<file path="config.mk">
export PLATFORM = sky130hd
export DESIGN_NAME = console_run_ctrl
export DESIGN_NICKNAME = d
export VERILOG_FILES = /design/src/rtl/rsc_pkg.sv /design/src/rtl/rsc_cmd_arb.sv /design/src/rtl/rsc_run_core.sv /design/src/rtl/rsc_pulse_gen.sv /design/src/rtl/rsc_lamps.sv /design/src/rtl/console_run_ctrl.sv
export SDC_FILE = /design/constraint.sdc
export NUM_CORES = 1
export LEC_CHECK = 0
export CAP_MARGIN = 20
export CORE_AREA = 2 2 70 72
export CTS_CLUSTER_DIAMETER = 50
export DETAILED_ROUTE_END_ITERATION = 8
export DIE_AREA = 0 0 72 74
export DONT_BUFFER_PORTS = 1
export MAX_ROUTING_LAYER = met4
export PLACE_DENSITY = 0.43
export RECOVER_POWER = 25
export SLEW_MARGIN = 20
export SYNTH_ARGS = -nofsm -noshare
export SYNTH_HDL_FRONTEND = slang
export SYNTH_SLANG_ARGS = --single-unit
</file>
<file path="constraint.sdc">
create_clock -name clk -period 4.22 [get_ports clk]
set_clock_uncertainty 0.2 [all_clocks]
set_input_delay 0.844 -clock clk [delete_from_list [all_inputs] [get_ports clk]]
set_output_delay 0.844 -clock clk [all_outputs]
set_load 0.03 [all_outputs]
</file>
<file path="src/rtl/rsc_pkg.sv">
package rsc_pkg;
  typedef enum logic [1:0] {
    STEP_NONE = 2'd0,
    STEP_INST = 2'd1,
    STEP_MEM  = 2'd2
  } step_e;

  typedef struct packed {
    logic do_reset;
    logic do_start;
    logic do_istep;
    logic do_mstep;
    logic do_resume;
    logic req_stop;
    logic req_cancel;
  } grant_t;
endpackage

</file>
<file path="src/rtl/rsc_cmd_arb.sv">
module rsc_cmd_arb
  import rsc_pkg::*;
(
  input  logic   running,
  input  logic   launching,
  input  logic   cmd_start,
  input  logic   cmd_continue,
  input  logic   cmd_stop,
  input  logic   cmd_reset,
  input  logic   cmd_istep,
  input  logic   cmd_mstep,
  output grant_t grant
);
  logic idle;
  assign idle = !running && !launching;

  always_comb begin
    grant = '0;
    if (cmd_reset) begin
      grant.do_reset = 1'b1;
    end else if (idle) begin
      if (cmd_start)          grant.do_start  = 1'b1;
      else if (cmd_istep)     grant.do_istep  = 1'b1;
      else if (cmd_mstep)     grant.do_mstep  = 1'b1;
      else if (cmd_continue)  grant.do_resume = 1'b1;
    end else if (running) begin
      grant.req_stop   = cmd_stop;
      grant.req_cancel = cmd_continue;
    end
  end
endmodule

</file>
<file path="src/rtl/rsc_run_core.sv">
module rsc_run_core
  import rsc_pkg::*;
(
  input  logic   clk,
  input  logic   rst,
  input  grant_t grant,
  input  logic   ev_inst_done,
  input  logic   ev_mem_done,
  input  logic   ev_halt,
  output logic   running,
  output logic   launching
);
  logic  pend_q;
  step_e mode_q;
  logic  stop_eff;
  logic  end_now;

  assign stop_eff = (pend_q || grant.req_stop) && !grant.req_cancel;
  assign end_now  = (ev_inst_done && (stop_eff || ev_halt || mode_q == STEP_INST))
                 || (ev_mem_done && mode_q == STEP_MEM);

  always_ff @(posedge clk) begin
    if (rst || grant.do_reset) begin
      running   <= 1'b0;
      launching <= 1'b0;
      pend_q    <= 1'b0;
      mode_q    <= STEP_NONE;
    end else if (launching) begin
      launching <= 1'b0;
      running   <= 1'b1;
    end else if (!running) begin
      pend_q <= 1'b0;
      if (grant.do_start) begin
        launching <= 1'b1;
        mode_q    <= STEP_NONE;
      end else if (grant.do_istep) begin
        running <= 1'b1;
        mode_q  <= STEP_INST;
      end else if (grant.do_mstep) begin
        running <= 1'b1;
        mode_q  <= STEP_MEM;
      end else if (grant.do_resume) begin
        running <= 1'b1;
        mode_q  <= STEP_NONE;
      end
    end else if (end_now) begin
      running <= 1'b0;
      pend_q  <= 1'b0;
    end else begin
      pend_q <= stop_eff;
    end
  end
endmodule

</file>
<file path="src/rtl/rsc_pulse_gen.sv">
module rsc_pulse_gen #(
  parameter int DATA_W = 16
) (
  input  logic              clk,
  input  logic              rst,
  input  logic              do_reset,
  input  logic              do_start,
  input  logic [DATA_W-1:0] sw_value,
  output logic              pc_load,
  output logic [DATA_W-1:0] pc_value,
  output logic              io_reset,
  output logic              mem_reset
);
  always_ff @(posedge clk) begin
    if (rst) begin
      pc_load   <= 1'b0;
      pc_value  <= '0;
      io_reset  <= 1'b0;
      mem_reset <= 1'b0;
    end else begin
      pc_load   <= do_start;
      io_reset  <= do_reset || do_start;
      mem_reset <= do_reset;
      if (do_start) pc_value <= sw_value;
    end
  end
endmodule

</file>
<file path="src/rtl/rsc_lamps.sv">
module rsc_lamps #(
  parameter int TS_W = 2
) (
  input  logic            clk,
  input  logic            rst,
  input  logic            ion_in,
  input  logic [TS_W-1:0] time_state,
  output logic            lamp_ion,
  output logic [3:1]      ts_lamp
);
  localparam int N_TS = 3;

  always_ff @(posedge clk) begin
    if (rst) lamp_ion <= 1'b0;
    else     lamp_ion <= ion_in;
  end

  for (genvar k = 1; k <= N_TS; k++) begin : g_ts
    always_ff @(posedge clk) begin
      if (rst) ts_lamp[k] <= 1'b0;
      else     ts_lamp[k] <= (time_state == TS_W'(k));
    end
  end
endmodule

</file>
<file path="src/rtl/console_run_ctrl.sv">
module console_run_ctrl
  import rsc_pkg::*;
#(
  parameter int DATA_W = 16,
  parameter int TS_W   = 2
) (
  input  logic              clk,
  input  logic              rst,
  input  logic [DATA_W-1:0] sw_value,
  input  logic              cmd_start,
  input  logic              cmd_continue,
  input  logic              cmd_stop,
  input  logic              cmd_reset,
  input  logic              cmd_istep,
  input  logic              cmd_mstep,
  input  logic              ev_inst_done,
  input  logic              ev_mem_done,
  input  logic              ev_halt,
  input  logic              ion_in,
  input  logic [TS_W-1:0]   time_state,
  output logic              run_en,
  output logic              pc_load,
  output logic [DATA_W-1:0] pc_value,
  output logic              io_reset,
  output logic              mem_reset,
  output logic              lamp_run,
  output logic              lamp_ion,
  output logic              lamp_fetch,
  output logic              lamp_defer,
  output logic              lamp_exec
);
  grant_t     grant;
  logic       running;
  logic       launching;
  logic [3:1] ts_lamp;

  rsc_cmd_arb u_arb (
    .running      (running),
    .launching    (launching),
    .cmd_start    (cmd_start),
    .cmd_continue (cmd_continue),
    .cmd_stop     (cmd_stop),
    .cmd_reset    (cmd_reset),
    .cmd_istep    (cmd_istep),
    .cmd_mstep    (cmd_mstep),
    .grant        (grant)
  );

  rsc_run_core u_core (
    .clk          (clk),
    .rst          (rst),
    .grant        (grant),
    .ev_inst_done (ev_inst_done),
    .ev_mem_done  (ev_mem_done),
    .ev_halt      (ev_halt),
    .running      (running),
    .launching    (launching)
  );

  rsc_pulse_gen #(.DATA_W(DATA_W)) u_pulse (
    .clk       (clk),
    .rst       (rst),
    .do_reset  (grant.do_reset),
    .do_start  (grant.do_start),
    .sw_value  (sw_value),
    .pc_load   (pc_load),
    .pc_value  (pc_value),
    .io_reset  (io_reset),
    .mem_reset (mem_reset)
  );

  rsc_lamps #(.TS_W(TS_W)) u_lamps (
    .clk        (clk),
    .rst        (rst),
    .ion_in     (ion_in),
    .time_state (time_state),
    .lamp_ion   (lamp_ion),
    .ts_lamp    (ts_lamp)
  );

  assign run_en     = running;
  assign lamp_run   = running;
  assign lamp_fetch = ts_lamp[1];
  assign lamp_defer = ts_lamp[2];
  assign lamp_exec  = ts_lamp[3];
endmodule

</file>
==> key figures <==
Min path
  • Path category of the worst min-delay check: flip-flop to flip-flop
  • Min-Delay Path Depth: 2
  • Destination of the worst hold path: u_core.mode_q[1]$_SDFFE_PP0P_
  • Origin of the worst min-delay path: u_core.mode_q[1]$_SDFFE_PP0P_

Clocking
  • TritonCTS Buffers: 3
  • Post-CTS setup-driven buffer insertion count: 0
  • Clock latency at the later pin of the worst-skew pair: around 270 ps
  • Clock-pin slew of the registers on the worst-case setup and hold paths: roughly 90 ps
  • Clock root cell: clkbuf_8
  • Total of hold buffers inserted after clock tree synthesis: 0
  • Clock tree from TritonCTS: done
  • Post-CTS sizing: 0
  • CTS H-Tree Depth: 1
  • Sink count of the clock tree: 28
  • Deepest clock path buffer count: 2

STA
  • Setup TNS: 0 ps
  • Remaining max-slew budget at the tightest pin: between 30% and 40%
  • Setup ws final: ~2000 ps
  • Final Hold Vio Count: 0
  • Worst-margin pin slew: around 910 ps
  • Share of the clock period used by the worst path: 53.1%
  • Endpoints failing setup: 0
  • Clock period minus final worst setup slack: about 2200 ps
  • Fmax: between 0.4 and 0.5 GHz
  • Unrepaired setup endpoints after global routing: false
  • Fin. max-slew vios: 0

Power and ir drop
  • Leakage power: between 0.3 and 0.4 nW
  • Total power: 0.000500 W
  • Sequential Power Share: between 60 and 70%
  • Design internal power: between 0.0003 and 0.0004 W
  • Total power density per cell area: around 440 nW/um2
  • Power spent charging and discharging nets: roughly 0.00013 W
  • Maximum ir drop on the vdd rail: 0.0000881 V
  • Fraction of power consumed by combinational cells: 5.5%
  • Clock network fraction of design power: roughly a third
  • Switching fraction of total power: ~26%

Routing
  • Via count: 832
  • First drt pass iteration count: 4
  • Total wire length after detailed routing: 2390 um
  • Number of design-rule violations left by the first detailed-router iteration: 23
  • Routed length per instance: between 10 and 15 um
  • DRC viols: 0
  • Antenna violation net count after detailed routing: 0
  • Vias per cell: approximately 4.8

Die
  • Core region area: between 4000 and 5000 um2
  • Starting density of the core: a little under a quarter
  • # IOs: 55
  • Chip Height: approximately 74 um
  • Die ar.: about 5300 um2
  • Die boundary width: between 70 and 80 um
  • Std-Cell Rows: 25

Placed design
  • Final HPWL DP: ~1700 um
  • Placed Instance Area: between 1000 and 1500 um2
  • Number of port buffers: 0
  • Pre-CTS WS: just over 2000 ps
  • Routability congestion estimate: ~0.84

Global routing
  • Global-route usage over all layers: under 10%
  • GRT overflow: 0
  • Largest net degree at the start of global routing: 27
  • Number of global-route vias before repair: 708
  • Initial antenna violation count: 0
  • First-pass GRT wire length: 3370 um

Setup path
  • Path type of the worst setup path: flip-flop to output pin
  • CP arrival: 1200 ps
  • Startpoint of the worst register-to-register path: u_core.running$_SDFF_PP0_
  • Kind of capture point of the worst setup path: output pin
  • Launching element type of the critical path: flip-flop
  • Crit path max fanout: 11
  • Depth of the most critical reg-to-reg path: 3
  • Worst Path Required: about 3200 ps
  • Reg2Reg Capture Point: u_pulse.pc_value[14]$_SDFFE_PP0P_
  • Register-to-Register Setup Slack: between 2000 and 2500 ps

Layout
  • Most common cell after layout, fill and taps aside: nand2_1
  • Fin nets: 150
  • Most frequent cells in the layout: 33 x nand2_1, 28 x dfxtp_1, 17 x a21oi_1, 6 x nor2_1
  • Ratio of cells with drive above 1 in the final layout: 6.72%
  • Number of inserted filler cells in the final layout: 489
  • Synth-to-Final Area Change: 4.09%
  • Design Area, Final: about 1100 um2
  • Ant. Diodes: 0

Yosys
  • Post-synthesis instance total: between 100 and 150
  • Synth Cell Area: roughly 1100 um2
  • Synth Net Count: ~160
  • Seq/Total Area, Yosys: about half
  • Mean instance size in the synthesized netlist: 8.82 um2
  • Count of synthesis-stage warnings from yosys: 0
  • Seq cells post-synth: 28
  • Unique cell type count in the Yosys netlist: 29

Run status
  • Run status: finished, final reports clean

Flow run
  • MaxCap Viol Count: 0
## cell families after synthesis
| logic type | count (synthesis) | share of synthesized area (%) |
|---|---|---|
| AND/OR/NAND/NOR | 60 | 28.7 |
| flip-flops | 28 | 50.9 |
| AO/OA/AOI/OAI | 25 | 13.1 |
| buffers and inverters | 12 | 7.38 |
## power groups by stage
stage / Combinational, W / Sequential [W] / Clock [W]
6_report: 0.0000277 / 0.000310 / 0.000162
5_1_grt: 0.0000321 / 0.000312 / 0.000179
2_1_floorplan: 0.0000383 / 0.000310 / 0
4_1_cts: 0.0000290 / 0.000311 / 0.000171
3_3_place_gp: 0.0000279 / 0.000316 / 0
3_5_place_dp: 0.0000289 / 0.000317 / 0
## sequential cells by signal, indices dropped and copies added, names as in the netlist
name,count
u_pulse.io_reset,1
u_core.launching,1
u_pulse.mem_reset,1
u_core.mode_q,2
u_lamps.lamp_ion,1
u_core.pend_q,1
u_core.running,1
u_pulse.pc_load,1
u_pulse.pc_value,16
u_lamps.ts_lamp,3
## Yosys cell counts
master	instances	share of area [%]
nand3b_1	4	2.7
nor3b_1	3	2.0
nand4b_1	1	0.79
inv_1	2	0.68
nor2_2	2	1.1
o21ai_0	2	0.91
buf_4	2	1.4
buf_2	2	0.91
dfxtp_1	28	51
and3_1	1	0.57
a32oi_1	1	0.79
nand2b_1	1	0.57
nor4_1	1	0.57
a21oi_1	17	7.7
and3b_1	1	0.79
or3_2	1	0.68
buf_8	1	1.4
o211ai_1	2	1.4
nor2_1	6	2.0
a21boi_0	2	1.4
nor2b_1	1	0.57
or4b_4	1	1.2
a32o_1	1	0.91
buf_6	2	2.0
clkbuf_1	3	1.0
nor4b_4	1	2.2
nand2_1	33	11
nor3_1	2	0.91
or4_1	1	0.68
## cell type report
class	count	area, um2	share of cell area, %
clock buffers	4	55.1	4.80
inverters	2	7.51	0.654
multi-input cells	85	457	39.8
well taps	54	67.6	5.89
flip-flops and latches	28	561	48.9
## stage by stage
step           hold WS [ps]  std cells  util, %
3_3_place_gp            291        169     23.8
6_report                311        173     25.0
3_5_place_dp            297        169     23.8
4_1_cts                 313        173     25.0
2_1_floorplan           263        125        -
5_1_grt                 338        173     25.0
## per-layer routing
metal / global-route usage [%] / share of wire (%) / up-vias
li1: - / - / 407
met1: 10.0 / 42 / 394
met2: 13.2 / 49 / 29
met3: 2.98 / 7.5 / 2
met4: 5.66 / 1.7 / 0
met5: - / 0 / -
## worst max-delay path by stage
stage | from | end | slack, ps | cells past startpoint
after floorplan | cmd_reset | u_pulse.pc_value[10]$_SDFFE_PP0P_ | 2010 | 6
after global placement | cmd_reset | u_pulse.pc_value[0]$_SDFFE_PP0P_ | 2120 | 3
after detailed placement | cmd_reset | u_pulse.pc_value[10]$_SDFFE_PP0P_ | 2060 | 3
after CTS | u_core.running$_SDFF_PP0_ | lamp_run | 1950 | 0
after global routing | u_core.running$_SDFF_PP0_ | u_pulse.pc_value[1]$_SDFFE_PP0P_ | 1890 | 3
final | u_core.running$_SDFF_PP0_ | run_en | 1980 | 0
Power figures use the tool's default switching activity.
